===== src/rtl/fa_tlb_pkg.sv =====
package fa_tlb_pkg;

  typedef enum logic {
    ST_LOOK = 1'b0,
    ST_WALK = 1'b1
  } walk_state_e;

  typedef enum logic [1:0] {
    LK_MISS = 2'd0,
    LK_HIT  = 2'd1,
    LK_PROT = 2'd2
  } look_kind_e;

  // Outcome of a lookup: the read-only check wins over the modified check
  function automatic look_kind_e classify(input logic match, input logic wr,
                                          input logic ro, input logic dirty);
    if (!match)        return LK_MISS;
    if (wr && ro)      return LK_PROT;
    if (wr && !dirty)  return LK_MISS;
    return LK_HIT;
  endfunction

endpackage


===== src/rtl/fa_tlb_store.sv =====
module fa_tlb_store #(
  parameter int ENTRIES = 8,
  parameter int VPN_W   = 20,
  parameter int PFN_W   = 20,
  parameter int IDX_W   = $clog2(ENTRIES)
) (
  input  logic               clk,
  input  logic               rst_n,
  input  logic               flush,
  input  logic [VPN_W-1:0]   look_vpn,
  input  logic               wr_en,
  input  logic [IDX_W-1:0]   wr_idx,
  input  logic [VPN_W-1:0]   wr_vpn,
  input  logic [PFN_W-1:0]   wr_pfn,
  input  logic               wr_ro,
  input  logic               wr_dirty,
  output logic [ENTRIES-1:0] valid_vec,
  output logic [ENTRIES-1:0] match_vec,
  output logic               hit,
  output logic [IDX_W-1:0]   hit_idx,
  output logic [PFN_W-1:0]   hit_pfn,
  output logic               hit_ro,
  output logic               hit_dirty
);

  logic [ENTRIES-1:0] valid_q;
  logic [VPN_W-1:0]   tag_q   [ENTRIES];
  logic [PFN_W-1:0]   frame_q [ENTRIES];
  logic [ENTRIES-1:0] ro_q;
  logic [ENTRIES-1:0] dirty_q;

  for (genvar g = 0; g < ENTRIES; g++) begin : g_slot
    logic sel;
    assign sel          = wr_en && (wr_idx == IDX_W'(g));
    assign match_vec[g] = valid_q[g] && (tag_q[g] == look_vpn);

    always_ff @(posedge clk) begin
      if (!rst_n)      valid_q[g] <= 1'b0;
      else if (flush)  valid_q[g] <= 1'b0;
      else if (sel)    valid_q[g] <= 1'b1;
    end

    always_ff @(posedge clk) begin
      if (sel) begin
        tag_q[g]   <= wr_vpn;
        frame_q[g] <= wr_pfn;
        ro_q[g]    <= wr_ro;
        dirty_q[g] <= wr_dirty;
      end
    end
  end

  always_comb begin
    hit_idx = '0;
    for (int i = 0; i < ENTRIES; i++) begin
      if (match_vec[i]) hit_idx = IDX_W'(i);
    end
  end

  assign valid_vec = valid_q;
  assign hit       = |match_vec;
  assign hit_pfn   = frame_q[hit_idx];
  assign hit_ro    = ro_q[hit_idx];
  assign hit_dirty = dirty_q[hit_idx];


  single_match_chk: assert property (@(posedge clk) disable iff (!rst_n)
    $onehot0(match_vec));


  flush_empties_chk: assert property (@(posedge clk) disable iff (!rst_n)
    flush |=> (valid_q == '0));


  fill_lands_chk: assert property (@(posedge clk) disable iff (!rst_n)
    (wr_en && !flush) |=> (valid_q[$past(wr_idx)] && (tag_q[$past(wr_idx)] == $past(wr_vpn))));

endmodule


===== src/rtl/fa_tlb_age.sv =====
module fa_tlb_age #(
  parameter int ENTRIES = 8,
  parameter int IDX_W   = $clog2(ENTRIES)
) (
  input  logic               clk,
  input  logic               rst_n,
  input  logic [ENTRIES-1:0] valid_vec,
  input  logic               use_en,
  input  logic [IDX_W-1:0]   use_idx,
  output logic [IDX_W-1:0]   victim_idx
);

  localparam logic [IDX_W-1:0] OLDEST = IDX_W'(ENTRIES - 1);

  logic [IDX_W-1:0] age_q [ENTRIES];
  logic [IDX_W-1:0] used_age;
  logic [IDX_W-1:0] free_idx;
  logic [IDX_W-1:0] old_idx;
  logic             any_free;

  assign used_age = age_q[use_idx];

  for (genvar g = 0; g < ENTRIES; g++) begin : g_age
    always_ff @(posedge clk) begin
      if (!rst_n) begin
        age_q[g] <= IDX_W'(g);
      end else if (use_en) begin
        if (use_idx == IDX_W'(g))       age_q[g] <= '0;
        else if (age_q[g] < used_age)   age_q[g] <= age_q[g] + IDX_W'(1);
      end
    end
  end

  always_comb begin
    free_idx = '0;
    old_idx  = '0;
    for (int i = ENTRIES - 1; i >= 0; i--) begin
      if (!valid_vec[i]) free_idx = IDX_W'(i);
    end
    for (int i = 0; i < ENTRIES; i++) begin
      if (age_q[i] == OLDEST) old_idx = IDX_W'(i);
    end
  end

  assign any_free   = !(&valid_vec);
  assign victim_idx = any_free ? free_idx : old_idx;

  // ages stay a permutation, so exactly one slot holds each age
  for (genvar k = 0; k < ENTRIES; k++) begin : g_perm
    logic [ENTRIES-1:0] holds_k;
    for (genvar i = 0; i < ENTRIES; i++) begin : g_bit
      assign holds_k[i] = (age_q[i] == IDX_W'(k));
    end

    age_perm_chk: assert property (@(posedge clk) disable iff (!rst_n)
      $onehot(holds_k));
  end


  free_first_chk: assert property (@(posedge clk) disable iff (!rst_n)
    any_free |-> !valid_vec[victim_idx]);

endmodule


===== src/rtl/fa_tlb_fsm.sv =====
module fa_tlb_fsm
  import fa_tlb_pkg::*;
(
  input  logic clk,
  input  logic rst_n,
  input  logic req_valid,
  input  logic look_miss,
  input  logic walk_resp_valid,
  output logic walk_active
);

  walk_state_e state_q, state_d;

  always_comb begin
    state_d = state_q;
    case (state_q)
      ST_LOOK: if (req_valid && look_miss) state_d = ST_WALK;
      ST_WALK: if (walk_resp_valid)        state_d = ST_LOOK;
      default: state_d = ST_LOOK;
    endcase
  end

  always_ff @(posedge clk) begin
    if (!rst_n) state_q <= ST_LOOK;
    else        state_q <= state_d;
  end

  assign walk_active = (state_q == ST_WALK);


  walk_holds_chk: assert property (@(posedge clk) disable iff (!rst_n)
    (walk_active && !walk_resp_valid) |=> walk_active);

  // the requester keeps its request up through the walk
  req_held_chk: assert property (@(posedge clk) disable iff (!rst_n)
    walk_active |-> req_valid);

endmodule


===== src/rtl/fa_tlb.sv =====
module fa_tlb
  import fa_tlb_pkg::*;
#(
  parameter int ENTRIES = 8,
  parameter int VPN_W   = 20,
  parameter int PFN_W   = 20,
  parameter int OFF_W   = 12
) (
  input  logic                     clk,
  input  logic                     rst_n,
  input  logic                     flush,
  input  logic                     req_valid,
  input  logic                     req_write,
  input  logic [VPN_W-1:0]         req_vpn,
  input  logic [OFF_W-1:0]         req_off,
  output logic                     resp_valid,
  output logic [PFN_W+OFF_W-1:0]   resp_paddr,
  output logic                     resp_prot_fault,
  output logic                     resp_walk_fault,
  output logic                     walk_req_valid,
  output logic [VPN_W-1:0]         walk_req_vpn,
  input  logic                     walk_resp_valid,
  input  logic [PFN_W-1:0]         walk_resp_pfn,
  input  logic                     walk_resp_ro,
  input  logic                     walk_resp_dirty,
  input  logic                     walk_resp_fault
);

  localparam int IDX_W = $clog2(ENTRIES);
  localparam int PA_W  = PFN_W + OFF_W;

  function automatic logic [PA_W-1:0] join_pa(input logic [PFN_W-1:0] frame,
                                              input logic [OFF_W-1:0] off);
    return {frame, off};
  endfunction

  logic [ENTRIES-1:0] valid_vec;
  logic [ENTRIES-1:0] match_vec;
  logic               tag_hit;
  logic [IDX_W-1:0]   hit_idx;
  logic [PFN_W-1:0]   hit_pfn;
  logic               hit_ro;
  logic               hit_dirty;
  logic [IDX_W-1:0]   victim_idx;
  logic [IDX_W-1:0]   fill_idx;
  logic               fill_en;
  logic               use_en;
  logic [IDX_W-1:0]   use_idx;
  logic               in_walk;
  logic               look_miss;
  look_kind_e         kind;

  assign kind      = classify(tag_hit, req_write, hit_ro, hit_dirty);
  assign look_miss = (kind == LK_MISS);
  // A modified-flag refill reuses the matching slot, so a tag never appears twice
  assign fill_idx  = tag_hit ? hit_idx : victim_idx;

  fa_tlb_store #(
    .ENTRIES(ENTRIES), .VPN_W(VPN_W), .PFN_W(PFN_W), .IDX_W(IDX_W)
  ) store_i (
    .clk      (clk),
    .rst_n    (rst_n),
    .flush    (flush),
    .look_vpn (req_vpn),
    .wr_en    (fill_en),
    .wr_idx   (fill_idx),
    .wr_vpn   (req_vpn),
    .wr_pfn   (walk_resp_pfn),
    .wr_ro    (walk_resp_ro),
    .wr_dirty (walk_resp_dirty),
    .valid_vec(valid_vec),
    .match_vec(match_vec),
    .hit      (tag_hit),
    .hit_idx  (hit_idx),
    .hit_pfn  (hit_pfn),
    .hit_ro   (hit_ro),
    .hit_dirty(hit_dirty)
  );

  fa_tlb_age #(
    .ENTRIES(ENTRIES), .IDX_W(IDX_W)
  ) age_i (
    .clk       (clk),
    .rst_n     (rst_n),
    .valid_vec (valid_vec),
    .use_en    (use_en),
    .use_idx   (use_idx),
    .victim_idx(victim_idx)
  );

  fa_tlb_fsm fsm_i (
    .clk            (clk),
    .rst_n          (rst_n),
    .req_valid      (req_valid),
    .look_miss      (look_miss),
    .walk_resp_valid(walk_resp_valid),
    .walk_active    (in_walk)
  );

  always_comb begin
    resp_valid      = 1'b0;
    resp_paddr      = '0;
    resp_prot_fault = 1'b0;
    resp_walk_fault = 1'b0;
    fill_en         = 1'b0;
    use_en          = 1'b0;
    use_idx         = hit_idx;
    if (!in_walk) begin
      if (req_valid && !look_miss) begin
        resp_valid      = 1'b1;
        resp_paddr      = join_pa(hit_pfn, req_off);
        resp_prot_fault = (kind == LK_PROT);
        use_en          = 1'b1;
      end
    end else if (walk_resp_valid) begin
      resp_valid = 1'b1;
      if (walk_resp_fault) begin
        resp_walk_fault = 1'b1;
      end else begin
        resp_paddr      = join_pa(walk_resp_pfn, req_off);
        resp_prot_fault = req_write && walk_resp_ro;
        fill_en         = !flush;
        use_en          = !flush;
        use_idx         = fill_idx;
      end
    end
  end

  assign walk_req_valid = in_walk;
  assign walk_req_vpn   = req_vpn;


  prot_needs_write_chk: assert property (@(posedge clk) disable iff (!rst_n)
    resp_prot_fault |-> (req_write && resp_valid));


  walk_fault_clean_chk: assert property (@(posedge clk) disable iff (!rst_n)
    resp_walk_fault |-> ((resp_paddr == '0) && !resp_prot_fault && walk_req_valid));


  hit_no_walk_chk: assert property (@(posedge clk) disable iff (!rst_n)
    (resp_valid && !walk_req_valid) |-> ($onehot(match_vec) && req_valid));


  walk_vpn_stable_chk: assert property (@(posedge clk) disable iff (!rst_n)
    (walk_req_valid && !walk_resp_valid) |=> (walk_req_valid && $stable(walk_req_vpn)));


  walker_only_when_asked_chk: assert property (@(posedge clk) disable iff (!rst_n)
    walk_resp_valid |-> walk_req_valid);

endmodule


===== config.mk =====
export PLATFORM = sky130hd
export DESIGN_NAME = fa_tlb
export DESIGN_NICKNAME = d
export VERILOG_FILES = /design/src/rtl/fa_tlb_pkg.sv /design/src/rtl/fa_tlb_store.sv /design/src/rtl/fa_tlb_age.sv /design/src/rtl/fa_tlb_fsm.sv /design/src/rtl/fa_tlb.sv
export SDC_FILE = /design/constraint.sdc
export NUM_CORES = 1
export LEC_CHECK = 0
export BUFFER_PORTS_ARGS = -buffer_cell sky130_fd_sc_hd__buf_4
export CELL_PAD_IN_SITES_DETAIL_PLACEMENT = 1
export CELL_PAD_IN_SITES_GLOBAL_PLACEMENT = 1
export CORE_MARGIN = 2
export CORE_UTILIZATION = 50
export CTS_CLUSTER_SIZE = 10
export DETAILED_ROUTE_END_ITERATION = 6
export PLACE_DENSITY = 0.75
export SYNTH_ARGS = -nofsm -noshare
export SYNTH_HDL_FRONTEND = slang
export SYNTH_SLANG_ARGS = --single-unit

===== constraint.sdc =====
create_clock -name clk -period 10.9 [get_ports clk]
set_input_delay 0 -clock clk [delete_from_list [all_inputs] [get_ports clk]]
set_output_delay 0 -clock clk [all_outputs]
set_load 0.01 [all_outputs]

## Word level (Yosys, flattened, before mapping)

Memories as Yosys holds them, arrays and structs flattened.
Cells that the tools add are included.

| storage, ports and cells | value |
|---|---|
| bits in writable memories | 344 |
| register bits after elaboration | 25 |
| word-level logic and storage cells | 347 |
| input bits | 61 |
| memories | 3 |

| cells by class | value |
|---|---|
| magnitude comparators | 9 |
| equality and inequality tests | 30 |
| reductions and logical operators | 44 |
| multiplexer cells | 210 |
| $add $sub $neg | 8 |
| bitwise operators | 18 |

Memories:

| name | depth | width | read ports | clocked after Yosys merged registers in | write ports | RTL line | RTL |
|---|---|---|---|---|---|---|---|
| store_i.frame_q | 8 | 20 | 1 | 0 | 1 | fa_tlb_store.sv:28 | `logic [PFN_W-1:0] frame_q [ENTRIES];` |
| store_i.tag_q | 8 | 20 | 8 | 0 | 1 | fa_tlb_store.sv:27 | `logic [VPN_W-1:0] tag_q [ENTRIES];` |
| age_i.age_q | 8 | 3 | 9 | 0 | 8 | fa_tlb_age.sv:15 | `logic [IDX_W-1:0] age_q [ENTRIES];` |

Operator list:

| cell | count |
|---|---|
| $mux W20 | 14 |
| $reduce_or A20 Y1 | 14 |
| $eq A20 B20 Y1 | 8 |
| $mux W3 | 51 |
| $mux W1 | 128 |
| $mux W32 | 4 |
| $eq A3 B3 Y1 const B | 15 |
| $add A3 B1 Y3 const B | 8 |
| $lt A3 B3 Y1 | 8 |
| $logic_and A1 B1 Y1 | 21 |
| $mux W2 | 10 |
| $or A1 B1 Y1 | 16 |
| $eq A3 B2 Y1 const B | 4 |
| $reduce_and A8 Y1 | 1 |
| $reduce_or A8 Y1 | 1 |
| $bmux W1 S3 | 2 |
| $eq A3 B1 Y1 const B | 2 |
| $logic_not A3 Y1 | 2 |
| $lt A3 B4 Y1 const B | 1 |
| $logic_not A1 Y1 | 3 |
| $eq A2 B2 Y1 const B | 1 |
| $logic_not A2 Y1 | 1 |
| $not A1 Y1 | 2 |
| $pmux W1 S2 | 1 |
| $reduce_or A2 Y1 | 1 |

## Longest topological paths before layout

Gate-level depths: netlist of run 1.
An unclocked memory read counts as a cell.

| depth | value |
|---|---|
| depth in word-level cells | 30 |
| mapped depth | 17 |
| mapped depth without buffers | 16 |

## By module

Synthesis of run 1 repeated with hierarchy kept, for this count alone.

| unflattened totals | value |
|---|---|
| cell total of the unflattened synthesis | 1,200 |
| area total of the unflattened synthesis | 16,953.8 um^2 |

Modules (own cells, without submodules):

| module | cells each | area an instance (um^2) | times used |
|---|---|---|---|
| fa_tlb_store | 878 | 13,927.1 | 1 |
| fa_tlb_age | 220 | 2,185.8 | 1 |
| fa_tlb | 98 | 800.8 | 1 |
| fa_tlb_fsm | 4 | 40.0 | 1 |

## Worst setup path after synthesis of run 1

OpenSTA, ideal clock, no wires.

| timing | value |
|---|---|
| path kind | register to register |
| start | memory store_i.tag_q[2][4], in the netlist store_i.tag_q[0][44] |
| end | register store_i.dirty_q[6] (enable) |
| stages on the path, launching flop included | 12 |
| data required time | 10.457 ns |
| period minus slack after synthesis | 4.792 ns |
| setup slack | 6.108 ns |
| arrival | 4.349 ns |
| buffers on the path | 2 |
| cells stage by stage | edfxtp_1 -> xnor2_1 -> nand4_1 -> or4_1 -> or2_1 -> a211oi_1 -> nor2_1 -> clkbuf_1 -> clkbuf_1 -> nand2b_1 -> nand2_1 -> nor2_1 |

RTL lines:

| what | RTL line | RTL |
|---|---|---|
| from (decl) | fa_tlb_store.sv:27 |  |
| to (signal, indexed assignment) | fa_tlb_store.sv:48 | `dirty_q[g] <= wr_dirty;` |
| to (decl) | fa_tlb_store.sv:30 | `logic [ENTRIES-1:0] dirty_q;` |

==> flow_metrics.tcl, run 1 <==
set metrics [dict create \
    status "finished clean" \
    post-synth-top-count-cell "edfxtp_1" \
    hold_path.startpoint "walk_resp_pfn[16]" \
    dpl.hpwl_um 29200 \
    antennaDiodeCount 0 \
    yosysTopAreaCellShare_pct 62.8 \
    design_area_um2 20000 \
    route.met2.wl_um 23400 \
    slew-limit-headroom_pct 32.8 \
    detail-route-antenna-nets 0 \
    hold_viol_final 0 \
    cap_violations 0 \
    antenna_found_initial 0 \
    die_x_um 190 \
    drive_above_1_share_pct 16.1 \
    yosys.area.top_type "edfxtp_1" \
    n_fill_cell 3266 \
    cts_tree "done" \
    yosysUniqueCellTypes 84 \
    yosys_warnings 0 \
    place_ws_ns 5.09 \
    ir_worst_vdd_mv 0.146 \
    gp_routability_congestion 0.894 \
    overflow 0 \
    synth_edf_count 360 \
    cp-endpoint "age_i.age_q[7][2]" \
    syn_area_per_cell_um2 14.2 \
    fin_ws_ns 5.10 \
    whs_ns 0.257 \
    nNetsFinal 1442 \
    synth_top_flop_cell "edfxtp_1" \
    async_flop_share_pct 0 \
    drt-total-wl_um 46300 \
    critPathRequiredTime_ns 11.08 \
    core_area_um2 33700 \
    drt-initial-drc-count 813 \
    min_period_over_period_pct 53.2 \
    cts_resized 0 \
    pin_count 117 \
    die-area_um2 35900 \
    critPathKind "reg -> reg" \
    post-route-min-period_ns 5.80 \
    rsz0062_at_grt "false" \
    drtPass1Iterations 7 \
    synth_area_um2 17200 \
    reg2reg_slack_ns 5.10 \
    fin_tns_setup_ns 0 \
    arrival_ns 5.98 \
    clockRootBuffer "clkbuf_16" \
    top_layer "met4" \
    worstMarginPinSlew_ns 1.00 \
    grt_pass1_wl_um 71400 \
    critPathMaxFanout 19 \
    vias 11100 \
    grtUsageTotal_pct 26.2 \
    wl_met3_um 2340 \
    vias_per_cell 6.10 \
    syn_inst 1211 \
    cp-startpoint "store_i.tag_q[1][31]" \
    wl_met1_um 19500 \
    fmax_ghz 0.172 \
    setup-violations-final 0 \
    h-tree-depth 2 \
    area_delta_synth_final_pct 16.1 \
    cts_buffer_depth 3 \
    endpoint_kind "register" \
    hp-class "in -> reg" \
    reg2regPathDepth 11 \
    synth_seq_area_share_pct 63.9 \
    reg2reg_to "age_i.age_q[7][2]" \
    synth_common_cells "edfxtp_1 (360), xnor2_1 (107), mux2i_1 (73)" \
    drc 0 \
    wl_per_cell_um 25.5 \
    clkSlewWorstSetupHoldPaths_ns 0.07 \
    grt_max_degree 62 \
    leakagePower_nw 6.72 \
    io_buffer_count 116 \
    cp-start-kind "register" \
    yosys-top-cells-area "edfxtp_1 (63%), xnor2_1 (5.4%), mux2i_1 (4.2%)" \
    synth_seq_cells 369 \
    die_h_um 190 \
    fp-row-count 67 \
    drv_slew 0 \
    r2r-start "store_i.tag_q[1][31]" \
    powerDensity_nw_per_um2 149 \
    fin_worst_skew_ns 0.0283 \
    clk_latency_ns 0.55 \
    initial_core_util_pct 51.1 \
    dpl_cell_area_um2 18400 \
    syn_nets 1295 \
    cts_buffers 43 \
    cts_sinks 369 \
    grt_pass1_vias 12000 \
]
-- cell usage in the layout, fill, tap and decap left out, drive strengths merged, types with 9 or more instances in the layout --
cell         netlist  final
ha                23     23
o221ai            19     19
o211ai            10     10
mux2i             74     74
xor2              51     51
o21ai             28     28
nor2b             20     20
inv               11     13
xnor2            107    107
nor4b             12     12
clkbuf            25     55
nor4              21     21
dlygate4sd3        0     47
dfxtp              9      9
or2                9      9
nand2             53     53
and3               9      9
a211oi            28     28
edfxtp           360    360
nand2b             9      9
a21oi             27     27
nor2              37     37
and2              18     18
nand3             33     33
nor3               9      9
nand4             48     48
a22o              20     20
buf               51    131
-- worst max-delay path, cell delays in order, from the launching register on --
cell and delay [ns]:
edfxtp_1 0.40, xnor2_1 0.22, nand2_1 0.07, or3b_2 0.50, or4_1 0.59, o211ai_4 0.74
mux2_2 0.47, mux4_2 0.54, a21oi_1 0.66, ha_1 0.38, a21boi_0 0.19, o311ai_0 0.68
-- power by group --
part           internal (mW)  switching (mW)
registers               1.56         0.00360
logic                 0.0678          0.0984
clock network          0.714           0.532
-- flip-flops by register name, indices dropped and copies added (netlist names) --
| register | count |
|---|---|
| store_i.valid_vec | 8 |
| age_i.age_q | 24 |
| store_i.ro_q | 8 |
| store_i.frame_q | 160 |
| fsm_i.walk_active | 1 |
| store_i.dirty_q | 8 |
| store_i.tag_q | 160 |
-- per-layer routing --
| metal | global-route usage [%] | up-vias |
|---|---|---|
| met5 | 0 | - |
| met4 | 7.33 | 0 |
| met3 | 3.48 | 77 |
| met2 | 45.7 | 373 |
| met1 | 34.5 | 5704 |
| li1 | - | 4937 |
-- final cells by class --
type,count,area [µm²],area share (%)
tap,448,561,2.81
timing repair buffer,178,1450,7.28
sequential,369,11000,55.0
multi-input combinational,755,5780,28.9
clock inverter,3,33.8,0.169
inverter,11,41.3,0.207
clock buffer,55,1120,5.61
-- per-stage QoR --
step	utilization [%]	power, mW	instances
after floorplan	-	1.68	1211
after global placement	54.5	1.74	1714
after detailed placement	54.5	1.74	1714
after CTS	59.3	3.00	1819
after global routing	59.3	3.06	1819
final	59.3	2.98	1819
-- repair_timing --
item / CTS / global route
hold endpoints to repair: 352 / 0
setup buffers: 0 / 0
hold buffers: 47 / 0
-- cell families after synthesis --
group	count (synthesis)	share of synthesized area, %
compound gates	180	7.81
xor+xnor	158	8.04
fa+ha+maj	27	1.93
buf+inv	87	2.96
flops	369	63.9
mux	77	4.64
simple gates	313	10.8
-- worst min path at each step --
stage                             endpoint  slack, ns  depth (start not counted)
finish              store_i.frame_q[6][16]       0.26                          2
global route        store_i.frame_q[4][16]       0.26                          2
CTS                 store_i.frame_q[2][16]       0.24                          2
detailed placement  store_i.frame_q[2][16]       0.25                          1
global placement        store_i.dirty_q[0]       0.24                          1
floorplan                  walk_req_vpn[0]       0.09                          1
No activity file was read; power rests on OpenSTA's default activity.
==> run 2: changes to the inputs <==
- clock period: 10.9 -> 5.4 ns (I/O delays scaled with it)
==> flow_metrics.tcl, run 2 (synthesis gave the netlist of run 1 again) <==
set metrics [dict create \
    critPathRequiredTime_ns 5.40 \
    arrival_ns 4.99 \
    cts_resized 0 \
    cts_buffer_depth 3 \
    critPathKind "reg -> out" \
    wl_per_cell_um 25.3 \
    detail-route-antenna-nets 0 \
    cts_tree "done" \
    cap_violations 0 \
    final_cells 1834 \
    fin_worst_skew_ns 0.0234 \
    drt-initial-drc-count 804 \
    fmax_ghz 0.200 \
    place_ws_ns 0.442 \
    layout_common_cells "edfxtp_1 (360), buf_4 (137), xnor2_1 (107), mux2i_1 (73), nand2_1 (53)" \
    critPathMaxFanout 42 \
    cp-start-kind "register" \
    dpl.hpwl_um 29500 \
    worstMarginPinSlew_ns 0.897 \
    drt-total-wl_um 46300 \
    antenna_found_initial 0 \
    hold_viol_final 0 \
    die-area_um2 35900 \
    fin_tns_setup_ns 0 \
    grtUsageTotal_pct 26.2 \
    cts_sinks 369 \
    drive_above_1_share_pct 16.9 \
    post-route-min-period_ns 4.99 \
    layout_commonest_cell "edfxtp_1" \
    drc 0 \
    ir_worst_vdd_mv 0.247 \
    n_fill_cell 3206 \
    setup-violations-final 0 \
    drtPass1Iterations 5 \
    vias_per_cell 6.03 \
    grt_pass1_wl_um 71200 \
    clockRootBuffer "clkbuf_16" \
    grt_max_degree 61 \
    vias 11100 \
    core_area_um2 33700 \
    status "finished clean" \
    drv_slew 0 \
    grt_pass1_vias 12100 \
    hp-class "in -> reg" \
    clk_latency_ns 0.55 \
    die_h_um 190 \
    fp-row-count 67 \
    rsz0062_at_grt "false" \
    powerDensity_nw_per_um2 303 \
    top_regs "store_i.frame_q x160, store_i.tag_q x160, age_i.age_q x24" \
    hold_buffers 47 \
    io_buffer_count 116 \
    initial_core_util_pct 51.1 \
    gp_routability_congestion 0.869 \
    overflow 0 \
    area_delta_synth_final_pct 17.3 \
    placed_cells 1724 \
    leakagePower_nw 6.82 \
    fin_ws_ns 0.408 \
    cts_buffers 43 \
    endpoint_kind "output pin" \
    h-tree-depth 2 \
    nNetsFinal 1452 \
    min_period_over_period_pct 92.4 \
    post-route-util_pct 59.9 \
    antennaDiodeCount 0 \
    cts_setup_buffers 0 \
    die_x_um 190 \
    clkSlewWorstSetupHoldPaths_ns 0.06 \
    slew-limit-headroom_pct 40.2 \
    pin_count 117 \
]
[run 2: layout make-up]
type	count	area, µm²	area share (%)
Inverter	11	41.3	0.204
Clock inverter	2	23.8	0.118
Timing Repair Buffer	188	1580	7.82
Multi-Input combinational cell	755	5780	28.6
Clock buffer	61	1220	6.02
Tap cell	448	561	2.78
Sequential cell	369	11000	54.4
[run 2: final timing paths]
| check | startpoint | end | slack [ns] | depth (start not counted) |
|---|---|---|---|---|
| max | store_i.tag_q[1][31] | resp_paddr[30] | 0.41 | 13 |
| min | walk_resp_pfn[5] | store_i.frame_q[4][5] | 0.25 | 2 |
| max reg2reg | store_i.tag_q[1][31] | fsm_i.walk_active | 0.42 | 14 |
| min reg2reg | store_i.valid_vec[3] | store_i.valid_vec[3] | 0.60 | 1 |
[run 2: layer usage]
| layer | global-route usage, % | part of all wire, % | up-vias |
|---|---|---|---|
| li1 | - | - | 4964 |
| met1 | 34.5 | 42 | 5656 |
| met2 | 44.5 | 49 | 355 |
| met3 | 3.95 | 5.4 | 78 |
| met4 | 9.33 | 2.7 | 0 |
| met5 | 0 | 0 | - |
[run 2: critical path: stages, from the launching register on]
cell	delay (ns)
edfxtp_1	0.39
xnor2_1	0.25
nand2_1	0.09
or3b_2	0.49
or4_1	0.60
o211ai_4	0.27
buf_4	0.64
mux2i_1	0.16
a32oi_1	0.31
o211ai_1	0.16
a31oi_2	0.29
buf_4	0.36
a22o_1	0.26
buf_4	0.15
[run 2: report_power, final]
part / total [mW] / internal [mW] / switching, mW
Combinational: 0.337 / 0.139 / 0.199
Clock: 2.63 / 1.55 / 1.08
Sequential: 3.16 / 3.15 / 0.00751
Total: 6.13 / 4.84 / 1.29
[run 2: per-stage QoR]
| stage | total power, mW | cell area (µm²) | hold WS [ns] |
|---|---|---|---|
| finish | 6.13 | 20200 | 0.250 |
| global route | 6.29 | 20200 | 0.257 |
| CTS | 6.17 | 20200 | 0.236 |
| detailed placement | 3.52 | 18500 | 0.241 |
| global placement | 3.51 | 18500 | 0.238 |
| floorplan | 3.39 | 17200 | 0.0918 |
==> run 3: changes to the inputs <==
- MAX_ROUTING_LAYER: not set -> met4
==> flow_metrics.tcl, run 3 (synthesis gave the netlist of run 1 again) <==
set metrics [dict create \
    cts_buffers 43 \
    whs_ns 0.251 \
    grt_pass1_vias 12100 \
    fmax_ghz 0.199 \
    critPathRequiredTime_ns 5.40 \
    dpl_cell_area_um2 18500 \
    drv_slew 0 \
    critPathMaxStageDelay_ns 0.64 \
    crit_top_cell "buf_4" \
    vias_per_cell 6.02 \
    antennaDiodeCount 0 \
    nNetsFinal 1452 \
    drc 0 \
    ir_worst_vdd_mv 0.244 \
    cts_tree "done" \
    cp_cell_sequence "xnor2_1, nand2_1, or3b_2, or4_1, o211ai_4, buf_4, mux2i_1, a32oi_1, o211ai_1, a31oi_2, buf_4, a22o_1, buf_4" \
    wl_per_cell_um 25.2 \
    layout_commonest_cell "edfxtp_1" \
    gp_routability_congestion 0.883 \
    status "finished clean" \
    cts_buffer_depth 3 \
    n_fill_cell 3206 \
    setup-violations-final 0 \
    cts_resized 0 \
    reg2reg_to "fsm_i.walk_active" \
    path_buf_inv 3 \
    critPathMaxFanout 42 \
    detail-route-antenna-nets 0 \
    clockRootBuffer "clkbuf_16" \
    reg2reg_slack_ns 0.41 \
    gr-max-usage-layer "met2" \
    cts_sinks 369 \
    area_delta_synth_final_pct 17.3 \
    die_x_um 190 \
    io_buffer_count 116 \
    reg2regPathDepth 14 \
    antenna_found_initial 0 \
    hp-class "in -> reg" \
    path_delay_family "compound AO/OA/AOI/OAI gates" \
    gr-usage-met2_pct 44.4 \
    clk_latency_ns 0.55 \
    hold_viol_final 0 \
    slowest_stage "buf_4" \
    fin_worst_skew_ns 0.0245 \
    drtPass1Iterations 5 \
    slew-limit-headroom_pct 40.0 \
    vias 11000 \
    layout_common_cells "edfxtp_1 (360), buf_4 (137), xnor2_1 (107), mux2i_1 (73), nand2_1 (53)" \
    drt-initial-drc-count 789 \
    grt_pass1_wl_um 71200 \
    hold_buffers 47 \
    initial_core_util_pct 51.1 \
    min_period_over_period_pct 93.1 \
    worstMarginPinSlew_ns 0.900 \
    fin_tns_setup_ns 0 \
    cts_setup_buffers 0 \
    critPathKind "reg -> out" \
    place_ws_ns 0.442 \
    core_area_um2 33700 \
    cp-start-kind "register" \
    design_area_um2 20200 \
    die_h_um 190 \
    pin_count 117 \
    grtUsageTotal_pct 27.0 \
    grt_use_met3_pct 3.82 \
    grt_use_met1_pct 34.6 \
    rsz0062_at_grt "false" \
    clkSlewWorstSetupHoldPaths_ns 0.06 \
    fp-row-count 67 \
    cap_violations 0 \
    overflow 0 \
    drive_above_1_share_pct 16.9 \
    top_regs "store_i.frame_q x160, store_i.tag_q x160, age_i.age_q x24" \
    fin_ws_ns 0.373 \
    cp-endpoint "resp_paddr[28]" \
    cp-startpoint "store_i.tag_q[1][31]" \
    crit_cells 13 \
    powerDensity_nw_per_um2 303 \
    h-tree-depth 2 \
    dpl.hpwl_um 29500 \
    drt-total-wl_um 46200 \
    leakagePower_nw 6.82 \
    arrival_ns 5.03 \
    die-area_um2 35900 \
    grt_max_degree 61 \
    r2r-start "store_i.tag_q[1][31]" \
    endpoint_kind "output pin" \
    post-route-min-period_ns 5.03 \
]
[run 3: layer usage]
metal	wire, µm	share of wire, %
met1	19700	43
met2	22800	49
met3	2430	5.3
met4	1300	2.8
met5	0	0
[run 3: worst min path at each step]
stage / from / to / cells after the start
6_report: walk_resp_pfn[5] / store_i.frame_q[4][5] / 2
5_1_grt: walk_resp_pfn[8] / store_i.frame_q[6][8] / 2
4_1_cts: walk_resp_pfn[6] / store_i.frame_q[7][6] / 2
3_5_place_dp: walk_resp_dirty / store_i.dirty_q[1] / 1
3_3_place_gp: walk_resp_dirty / store_i.dirty_q[0] / 1
2_1_floorplan: req_vpn[0] / walk_req_vpn[0] / 1
[run 3: cell type report]
type                    instances  area, µm²  area share [%]
clock buffers                  61       1220            6.02
clock inverters                 2       23.8           0.118
inverters                      11       41.3           0.204
multi-input cells             755       5780            28.6
flip-flops and latches        369      11000            54.4
well taps                     448        561            2.78
repair buffers                188       1580            7.82
[run 3: power by group]
part           internal (mW)  total (mW)  switching, mW  leakage (nW)
combinational          0.139       0.337          0.198          2.92
clock                   1.55        2.63           1.08         0.603
sequential              3.15        3.16        0.00749          3.29
[run 3: stage by stage]
stage	power (mW)	utilization (%)	instances
3_5_place_dp	3.52	54.8	1724
4_1_cts	6.17	59.9	1834
6_report	6.12	59.9	1834
2_1_floorplan	3.39	-	1211
5_1_grt	6.29	59.9	1834
3_3_place_gp	3.51	54.8	1724
